## src/rtl/ctr_pkg.sv

```systemverilog
package ctr_pkg;

    // Operation a slice applies at the next rising edge, highest priority first.
    typedef enum logic [1:0] {
        OP_CLEAR = 2'd0,
        OP_LOAD  = 2'd1,
        OP_COUNT = 2'd2,
        OP_HOLD  = 2'd3
    } slice_op_e;

endpackage

```

## src/rtl/ctr_slice.sv

```systemverilog
module ctr_slice
    import ctr_pkg::*;
#(
    parameter int SW = 4
) (
    input  logic          clk,
    input  logic          clr_n,
    input  logic          load_n,
    input  logic          en_par,
    input  logic          en_car,
    input  logic [SW-1:0] d,
    output logic [SW-1:0] q,
    output logic          tc
);

    localparam logic [SW-1:0] ONE = SW'(1);

    slice_op_e op;

    // Operation decode: fixed priority clear > load > count > hold.
    always_comb begin
        if (!clr_n)
            op = OP_CLEAR;
        else if (!load_n)
            op = OP_LOAD;
        else if (en_par && en_car)
            op = OP_COUNT;
        else
            op = OP_HOLD;
    end

    // State register.
    always_ff @(posedge clk) begin
        unique case (op)
            OP_CLEAR: q <= '0;
            OP_LOAD:  q <= d;
            OP_COUNT: q <= q + ONE;
            OP_HOLD:  q <= q;
            default:  q <= q;
        endcase
    end

    // Output process: terminal count is gated only by the carry enable.
    always_comb begin
        tc = en_car && (&q);
    end

    // Assertion arming: becomes 1 once a clear has defined the state.
    logic chk_arm = 1'b0;
    always_ff @(posedge clk) begin
        chk_arm <= chk_arm | ~clr_n;
    end

    p_clear_r2: assert property (@(posedge clk) disable iff (!chk_arm)
        !clr_n |=> (q == '0));

    p_load_r3: assert property (@(posedge clk) disable iff (!chk_arm)
        (clr_n && !load_n) |=> (q == $past(d)));

    p_count_r4: assert property (@(posedge clk) disable iff (!chk_arm)
        (clr_n && load_n && en_par && en_car) |=> (q == SW'($past(q) + ONE)));

    p_hold_r5: assert property (@(posedge clk) disable iff (!chk_arm)
        (clr_n && load_n && !(en_par && en_car)) |=> (q == $past(q)));

    p_wrap_r7: assert property (@(posedge clk) disable iff (!chk_arm)
        (clr_n && load_n && en_par && tc) |=> (q == '0));

    p_tc_gate_r6: assert property (@(posedge clk) disable iff (!chk_arm)
        tc |-> en_car);

endmodule

```

## src/rtl/ctr_mod_clear.sv

```systemverilog
module ctr_mod_clear #(
    parameter int W       = 8,
    parameter int MODULUS = 200
) (
    input  logic [W-1:0] cnt,
    input  logic         mod_en,
    input  logic         clr_in_n,
    output logic         clr_out_n
);

    localparam logic [W-1:0] LAST = W'(MODULUS - 1);

    logic at_last;

    always_comb begin
        at_last   = (cnt == LAST);
        clr_out_n = clr_in_n && !(mod_en && at_last);
    end

endmodule

```

## src/rtl/casc_counter.sv

```systemverilog
module casc_counter #(
    parameter int STAGES  = 2,
    parameter int SLICE_W = 4,
    parameter int MODULUS = 200
) (
    input  logic                        clk,
    input  logic                        clr_n,
    input  logic                        load_n,
    input  logic [STAGES*SLICE_W-1:0]   data,
    input  logic                        en_p,
    input  logic                        en_t,
    input  logic                        mod_en,
    output logic [STAGES*SLICE_W-1:0]   count,
    output logic                        tc
);

    localparam int            TOT_W = STAGES * SLICE_W;
    localparam logic [TOT_W-1:0] LAST  = TOT_W'(MODULUS - 1);

    logic [STAGES:0] carry;
    logic            clr_int_n;

    ctr_mod_clear #(
        .W       (TOT_W),
        .MODULUS (MODULUS)
    ) u_modclr (
        .cnt       (count),
        .mod_en    (mod_en),
        .clr_in_n  (clr_n),
        .clr_out_n (clr_int_n)
    );

    assign carry[0] = en_t;

    // Each slice takes its carry enable from the previous slice's terminal count.
    for (genvar g = 0; g < STAGES; g++) begin : g_slice
        ctr_slice #(
            .SW (SLICE_W)
        ) u_slice (
            .clk    (clk),
            .clr_n  (clr_int_n),
            .load_n (load_n),
            .en_par (en_p),
            .en_car (carry[g]),
            .d      (data[g*SLICE_W +: SLICE_W]),
            .q      (count[g*SLICE_W +: SLICE_W]),
            .tc     (carry[g+1])
        );
    end

    assign tc = carry[STAGES];

    logic chk_arm = 1'b0;
    always_ff @(posedge clk) begin
        chk_arm <= chk_arm | ~clr_n;
    end

    p_chain_r8: assert property (@(posedge clk) disable iff (!chk_arm)
        (clr_int_n && load_n && en_p && en_t)
            |=> (count == TOT_W'($past(count) + TOT_W'(1))));

    p_mod_r9: assert property (@(posedge clk) disable iff (!chk_arm)
        (mod_en && count == LAST) |=> (count == '0));

    p_tc_full_r6: assert property (@(posedge clk) disable iff (!chk_arm)
        tc |-> (&count));

endmodule

```

## config.mk

```make
export PLATFORM = sky130hd
export DESIGN_NAME = casc_counter
export DESIGN_NICKNAME = d
export VERILOG_FILES = /design/src/rtl/ctr_pkg.sv /design/src/rtl/ctr_slice.sv /design/src/rtl/ctr_mod_clear.sv /design/src/rtl/casc_counter.sv
export SDC_FILE = /design/constraint.sdc
export NUM_CORES = 1
export LEC_CHECK = 0
export BUFFER_PORTS_ARGS = -buffer_cell sky130_fd_sc_hd__buf_2
export CAP_MARGIN = 20
export CORE_AREA = 2 2 39 41
export DETAILED_ROUTE_END_ITERATION = 8
export DIE_AREA = 0 0 41 43
export GPL_TIMING_DRIVEN = 0
export PLACE_DENSITY = 0.68
export SLEW_MARGIN = 0
export SYNTH_ARGS = -nofsm -noshare
export SYNTH_HDL_FRONTEND = slang
export SYNTH_HIERARCHICAL = 1
export SYNTH_SLANG_ARGS = --single-unit
```

## constraint.sdc

```tcl
create_clock -name clk -period 1.5 [get_ports clk]
set_input_delay 0.075 -clock clk [delete_from_list [all_inputs] [get_ports clk]]
set_output_delay 0.075 -clock clk [all_outputs]
set_load 0.02 [all_outputs]
```

# After elaboration in Yosys (flattened, before gate mapping)

Index checks and enable logic that the tools add are counted.

Reduce and logical (&&, ||, !) cells: 11
Add/sub/neg operators: 2
Equal/unequal tests: 7
Multiplexer cells: 8

Operator list:

| kind                | number |
|---|---|
| $pmux 4 s3          | 2 |
| $add 4x1->4 const B | 2 |
| $eq 2x2->1 const B  | 4 |
| $eq 8x8->1 const B  | 1 |
| $mux 2              | 4 |
| $reduce_and 4->1    | 2 |
| $logic_and 1x1->1   | 6 |
| $eq 2x1->1 const B  | 2 |
| $logic_not 2->1     | 2 |
| $mux 1              | 2 |
| $logic_not 1->1     | 1 |

Register bits: 8

# Logic depth before layout (Yosys ltp)

Depth after elaboration: 8
Gate-level depth with buffers: 5

# By module

Netlist, hierarchy kept.

Modules (own cells, without submodules):

| module        | cells an instance | times used | area an instance (sq um) |
|---|---|---|---|
| ctr_slice     | 22                | 2          | 230.2 |
| ctr_mod_clear | 4                 | 1          | 30.0 |

# Worst setup path before layout

Ideal clock, no wire load.

Path kind: register to register
Start point: reg g_slice[1].u_slice.q[0]
End point: reg g_slice[0].u_slice.q[3] (data pin)
Arrival: 1,499 ps
Clock period less this slack: 1,756 ps
Path slack: -256 ps
Data required time: 1,242 ps
Path buffers: 0
Cell stages (with the launch flop): 6
Cell sequence: edfxtp_1 > nand2b_1 > o41a_1 > and2b_2 > nand2_1 > o21ai_2

Longest elaborated chain between the ends: 7
Elaborated cells between the ends (all ways): 9
Those cells by class: eq/ne: 3; mux: 2; reduce/logical: 4

Ends and longest elaborated chain:

| element                            | line                | source |
|---|---|---|
| start: declaration                 | ctr_slice.sv:12     | `output logic [SW-1:0] q,` |
| start signal: assignment           | ctr_slice.sv:37     | `OP_COUNT: q <= q + ONE;` |
| start signal: assignment           | ctr_slice.sv:38     | `OP_HOLD: q <= q;` |
| start signal: assignment           | ctr_slice.sv:39     | `default: q <= q;` |
| $eq 8x8->1 *                       | ctr_mod_clear.sv:16 | `at_last = (cnt == LAST);` |
| $logic_and 1x1->1 *                | ctr_mod_clear.sv:17 | `clr_out_n = clr_in_n && !(mod_en && at_last);` |
| $logic_not 1->1 *                  | ctr_mod_clear.sv:17 |  |
| $logic_and 1x1->1 *                | ctr_mod_clear.sv:17 |  |
| named net clr_int_n                | casc_counter.sv:21  | `logic clr_int_n;` |
| $mux 2 *                           | ctr_slice.sv:22     | `if (!clr_n)` |
| $eq 2x2->1 (tied with other cells) | ctr_slice.sv:34     | `unique case (op)` |
| $pmux 4 s3 *                       | ctr_slice.sv:34     |  |
| end signal: assignment             | ctr_slice.sv:37     |  |
| end signal: assignment             | ctr_slice.sv:38     |  |
| end signal: assignment             | ctr_slice.sv:39     |  |
| end: declaration                   | ctr_slice.sv:12     |  |

Mark *: on every way through the listed nets, which the timed path passes. The rest lies on a longest branch.
A chain may end at the register's enable or synchronous reset.

# Final worst setup path

Start point: reg g_slice[1].u_slice.q[0]
End point: reg g_slice[1].u_slice.q[2] (data pin)

Longest elaborated chain between the ends: 7
Elaborated cells between the ends (all ways): 10
Those cells by class: add/sub: 1; eq/ne: 3; mux: 2; reduce/logical: 4

Ends and longest elaborated chain:

| element                            | line |
|---|---|
| $eq 8x8->1 *                       | ctr_mod_clear.sv:16 |
| $logic_and 1x1->1 *                | ctr_mod_clear.sv:17 |
| $logic_not 1->1 *                  | ctr_mod_clear.sv:17 |
| $logic_and 1x1->1 *                | ctr_mod_clear.sv:17 |
| named net clr_int_n                | casc_counter.sv:21 |
| $mux 2 *                           | ctr_slice.sv:22 |
| $eq 2x2->1 (tied with other cells) | ctr_slice.sv:34 |
| $pmux 4 s3 *                       | ctr_slice.sv:34 |

Marked as above.

==> summary.md <==
| Metric | Value |
|---|---|
| Status | finished with violations |
| Failing checks | setup timing |
| Worst Skew | 0.00636 ns |
| Global-route wire length before repair | 1640 µm |
| Area delta synth->final | 40.3% |
| Core Area | 1380 µm² |
| Layout cells sized above 1 | 48.1% |
| Sw power | 0.154 mW |
| Port bufs | 22 |
| R2R depth | 5 |
| Clock power frac | 28.6% |
| Critical path cell sequence | nand2b_4 -> o41a_1 -> and2b_2 -> nand2_1 -> o21ai_1 |
| Worst IR Drop VDD | 0.000284 V |
| Detailed Route Iter0 Violations | 7 |
| Die X | 41 µm |
| Most flops, register | g_slice.u_slice/q |
| Clk sinks | 8 |
| Die height | 43 µm |
| Final HPWL DP | 811 µm |
| Netlist cell types | 15 |
| Starting Density | 35.4% |
| Fin crit period | 1.65 ns |
| Largest regs | g_slice.u_slice/q: 8 flops |
| DRT Pass-1 Iters | 4 |
| Syn avg cell area | 10.2 µm² |
| Final setup violation count | 17 |
| Reg2reg setup slack | -0.15 ns |
| Leak pwr | 0.310 nW |
| Critical path peak fanout | 6 |
| Largest net degree at the start of global routing | 7 |
| Fin crit share | 110% |
| CP max stage cell | o41a_1 |
| Sequential share of the synthesized area | 49.0% |
| CTS Buf Count | 3 |
| Avg WL per Cell | 12.0 µm |
| Drt via density | 5.01 |
| Wire length after detailed routing | 1120 µm |
| Total power | 0.568 mW |
| Max cap viols | 0 |
| Internal power | 0.414 mW |
| Critical Path Sink Type | register |
| Worst Max-Slew Pin Slew | 0.224 ns |
| Max reg flops | 8 |
| Worst endpoint required time | 1.49 ns |
| Overflow after GRT | 0 |
| DP Cell Count | 86 |
| Min-delay src | data[3] |
| Yosys Warn Count | 6 |
| Fin worst setup slack | -0.146 ns |
| Hold Path Class | in -> reg |
| Critical path's top delay family | simple AND/OR/NAND/NOR gates |
| Synth area leaders | edfxtp_1 (49%), nand2_1 (8.4%), o21ai_1 (6.1%), ha_1 (5.1%), nand3_1 (4.1%) |
| Clock slew at the register clock pins of the worst setup and hold paths | 0.06 ns |
| Fill cells | 133 |
| Mapped cell area | 490 µm² |
| Setup crit start kind | register |
| Sequential share of power | 49.9% |
| RSZ-0062 raised after global routing | true |
| Drc violations | 0 |
| Clk_lat worst skew | 0.25 ns |
| Final hold viol count | 0 |
| Crit path arrival time | 1.64 ns |
| Slew Limit Fails | 0 |
| CTS tree | built |
| Mapped Nets | 64 |
| Vias in the first global route | 424 |
| Slew headroom | 85.0% |
| Number of synthesized register bits | 8 |
| CTS HTree Levels | 1 |
| Nets@finish | 95 |
| DIE AREA | 1760 µm² |
| CP max stage delay | 0.44 ns |
| Reg-to-Reg End | g_slice[1].u_slice/q[2] |
| Pwr Density | 825 nW/µm² |
| Initial antenna violation count | 0 |
| Row cnt | 14 |
| GRT Total Usage | 14.0% |
| Critical R2R Launch | g_slice[1].u_slice/q[0] |
| Clk buf depth | 2 |
| Diodes inserted | 0 |
| Post-route ant nets | 0 |
| CP Class | reg -> reg |
| I/O pins | 23 |
| Hold Path End | g_slice[0].u_slice/q[3] |
| WHS | 0.100 ns |
| Routability cong. | 0.712 |
| Post-Syn Instances | 48 |
| Post-synth top area cell | edfxtp_1 |
| Hold path depth | 3 |
| Comb power frac | 21.5% |
| Root Driver | clkbuf_4 |
| WP buf/inv | 0 |
| Fin cells | 93 |
| F_max | 607 MHz |
| Yosys top cell area share | 49.0% |
| Switching Fraction | 27.2% |
| DR vias | 466 |
## cells in the final DEF (no fill, tap or decap)
cell type  instances
nand2_2            2
xor2_1             2
o41a_1             1
xnor2_1            2
ha_1               1
nand2_1            9
nand2b_4           1
nand4b_1           1
buf_4              4
ha_2               1
buf_2             22
inv_1              2
clkbuf_4           3
nand4_1            2
o21ai_1            6
o21ai_2            2
and2b_2            2
edfxtp_1           8
nand3_1            4
and4_1             2
## worst max-delay path by stage
stage,from,to,cells after the start
6_report,g_slice[1].u_slice/q[0],g_slice[1].u_slice/q[2],5
5_1_grt,g_slice[0].u_slice/q[3],g_slice[1].u_slice/q[2],5
4_1_cts,g_slice[1].u_slice/q[0],g_slice[1].u_slice/q[3],5
3_5_place_dp,g_slice[0].u_slice/q[3],g_slice[1].u_slice/q[3],5
3_3_place_gp,g_slice[0].u_slice/q[3],g_slice[1].u_slice/q[1],5
2_1_floorplan,g_slice[0].u_slice/q[3],g_slice[0].u_slice/q[3],5
## synth_stat cells
| cell type | instances |
|---|---|
| nand2_1 | 11 |
| edfxtp_1 | 8 |
| o21ai_1 | 6 |
| nand3_1 | 4 |
| and2b_2 | 2 |
| and4_1 | 2 |
| ha_1 | 2 |
| inv_1 | 2 |
| nand4_1 | 2 |
| o21ai_2 | 2 |
| xnor2_1 | 2 |
| xor2_1 | 2 |
| nand2b_1 | 1 |
| nand4b_1 | 1 |
| o41a_1 | 1 |
## power by group through the flow
stage	Clock (mW)	Combinational, mW	Sequential (mW)
after CTS	0.170	0.121	0.282
after detailed placement	0	0.101	0.290
after global placement	0	0.100	0.289
after global routing	0.175	0.135	0.285
after floorplan	0	0.0396	0.307
final	0.162	0.122	0.283
## logic make-up (layout without fill, tap and decap cells)
logic type               count (synthesis)  after routing  synth area share (%)
buffers and inverters                    2             31                  1.53
AO/OA/AOI/OAI                            9              9                  12.0
AND/OR/NAND/NOR                         23             23                  25.3
XOR/XNOR                                 4              4                  7.14
flip-flops                               8              8                  49.0
adder cells (fa/ha/maj)                  2              2                  5.10
## metrics by stage
step	instance area (µm²)	util [%]	setup TNS [ns]	worst slack (ns)
final	688	49.7	-1.44	-0.146
after global routing	688	49.7	-2.73	-0.228
after CTS	686	49.5	-1.23	-0.133
after detailed placement	621	44.8	-2.78	-0.243
after global placement	621	44.8	-2.76	-0.224
after floorplan	490	-	-2.92	-0.241
## worst register-to-register path: stages (launching register included)
cell and delay, ns:
edfxtp_1 0.41, nand2b_4 0.16, o41a_1 0.44, and2b_2 0.27, nand2_1 0.07, o21ai_1 0.06
## layout make-up
type	instances	area, µm²	area share, %
Multi-Input combinational cell	38	258	37.5
Sequential cell	8	240	34.9
Timing Repair Buffer	26	140	20.4
Clock buffer	3	22.5	3.27
Tap cell	16	20.0	2.91
Inverter	2	7.51	1.09
## metal layers
| layer | part of all wire [%] | GRT usage [%] | up-vias | routed length, µm |
|---|---|---|---|---|
| li1 | - | - | 240 | - |
| met1 | 49 | 19.5 | 212 | 543 |
| met2 | 46 | 19.1 | 14 | 513 |
| met3 | 5.3 | 0 | 0 | 59 |
| met4 | 0 | 12.0 | 0 | 0 |
| met5 | 0 | 0 | - | 0 |
## timing repair
item / 4_1_cts / 5_1_grt
endpoints found under the setup margin: 17 / 17
hold buffers: 0 / 0
buffers inserted: 4 / 0
resized for setup: 3 / 1
pin swaps: 7 / 0
No activity file was read; power rests on OpenSTA's default activity.
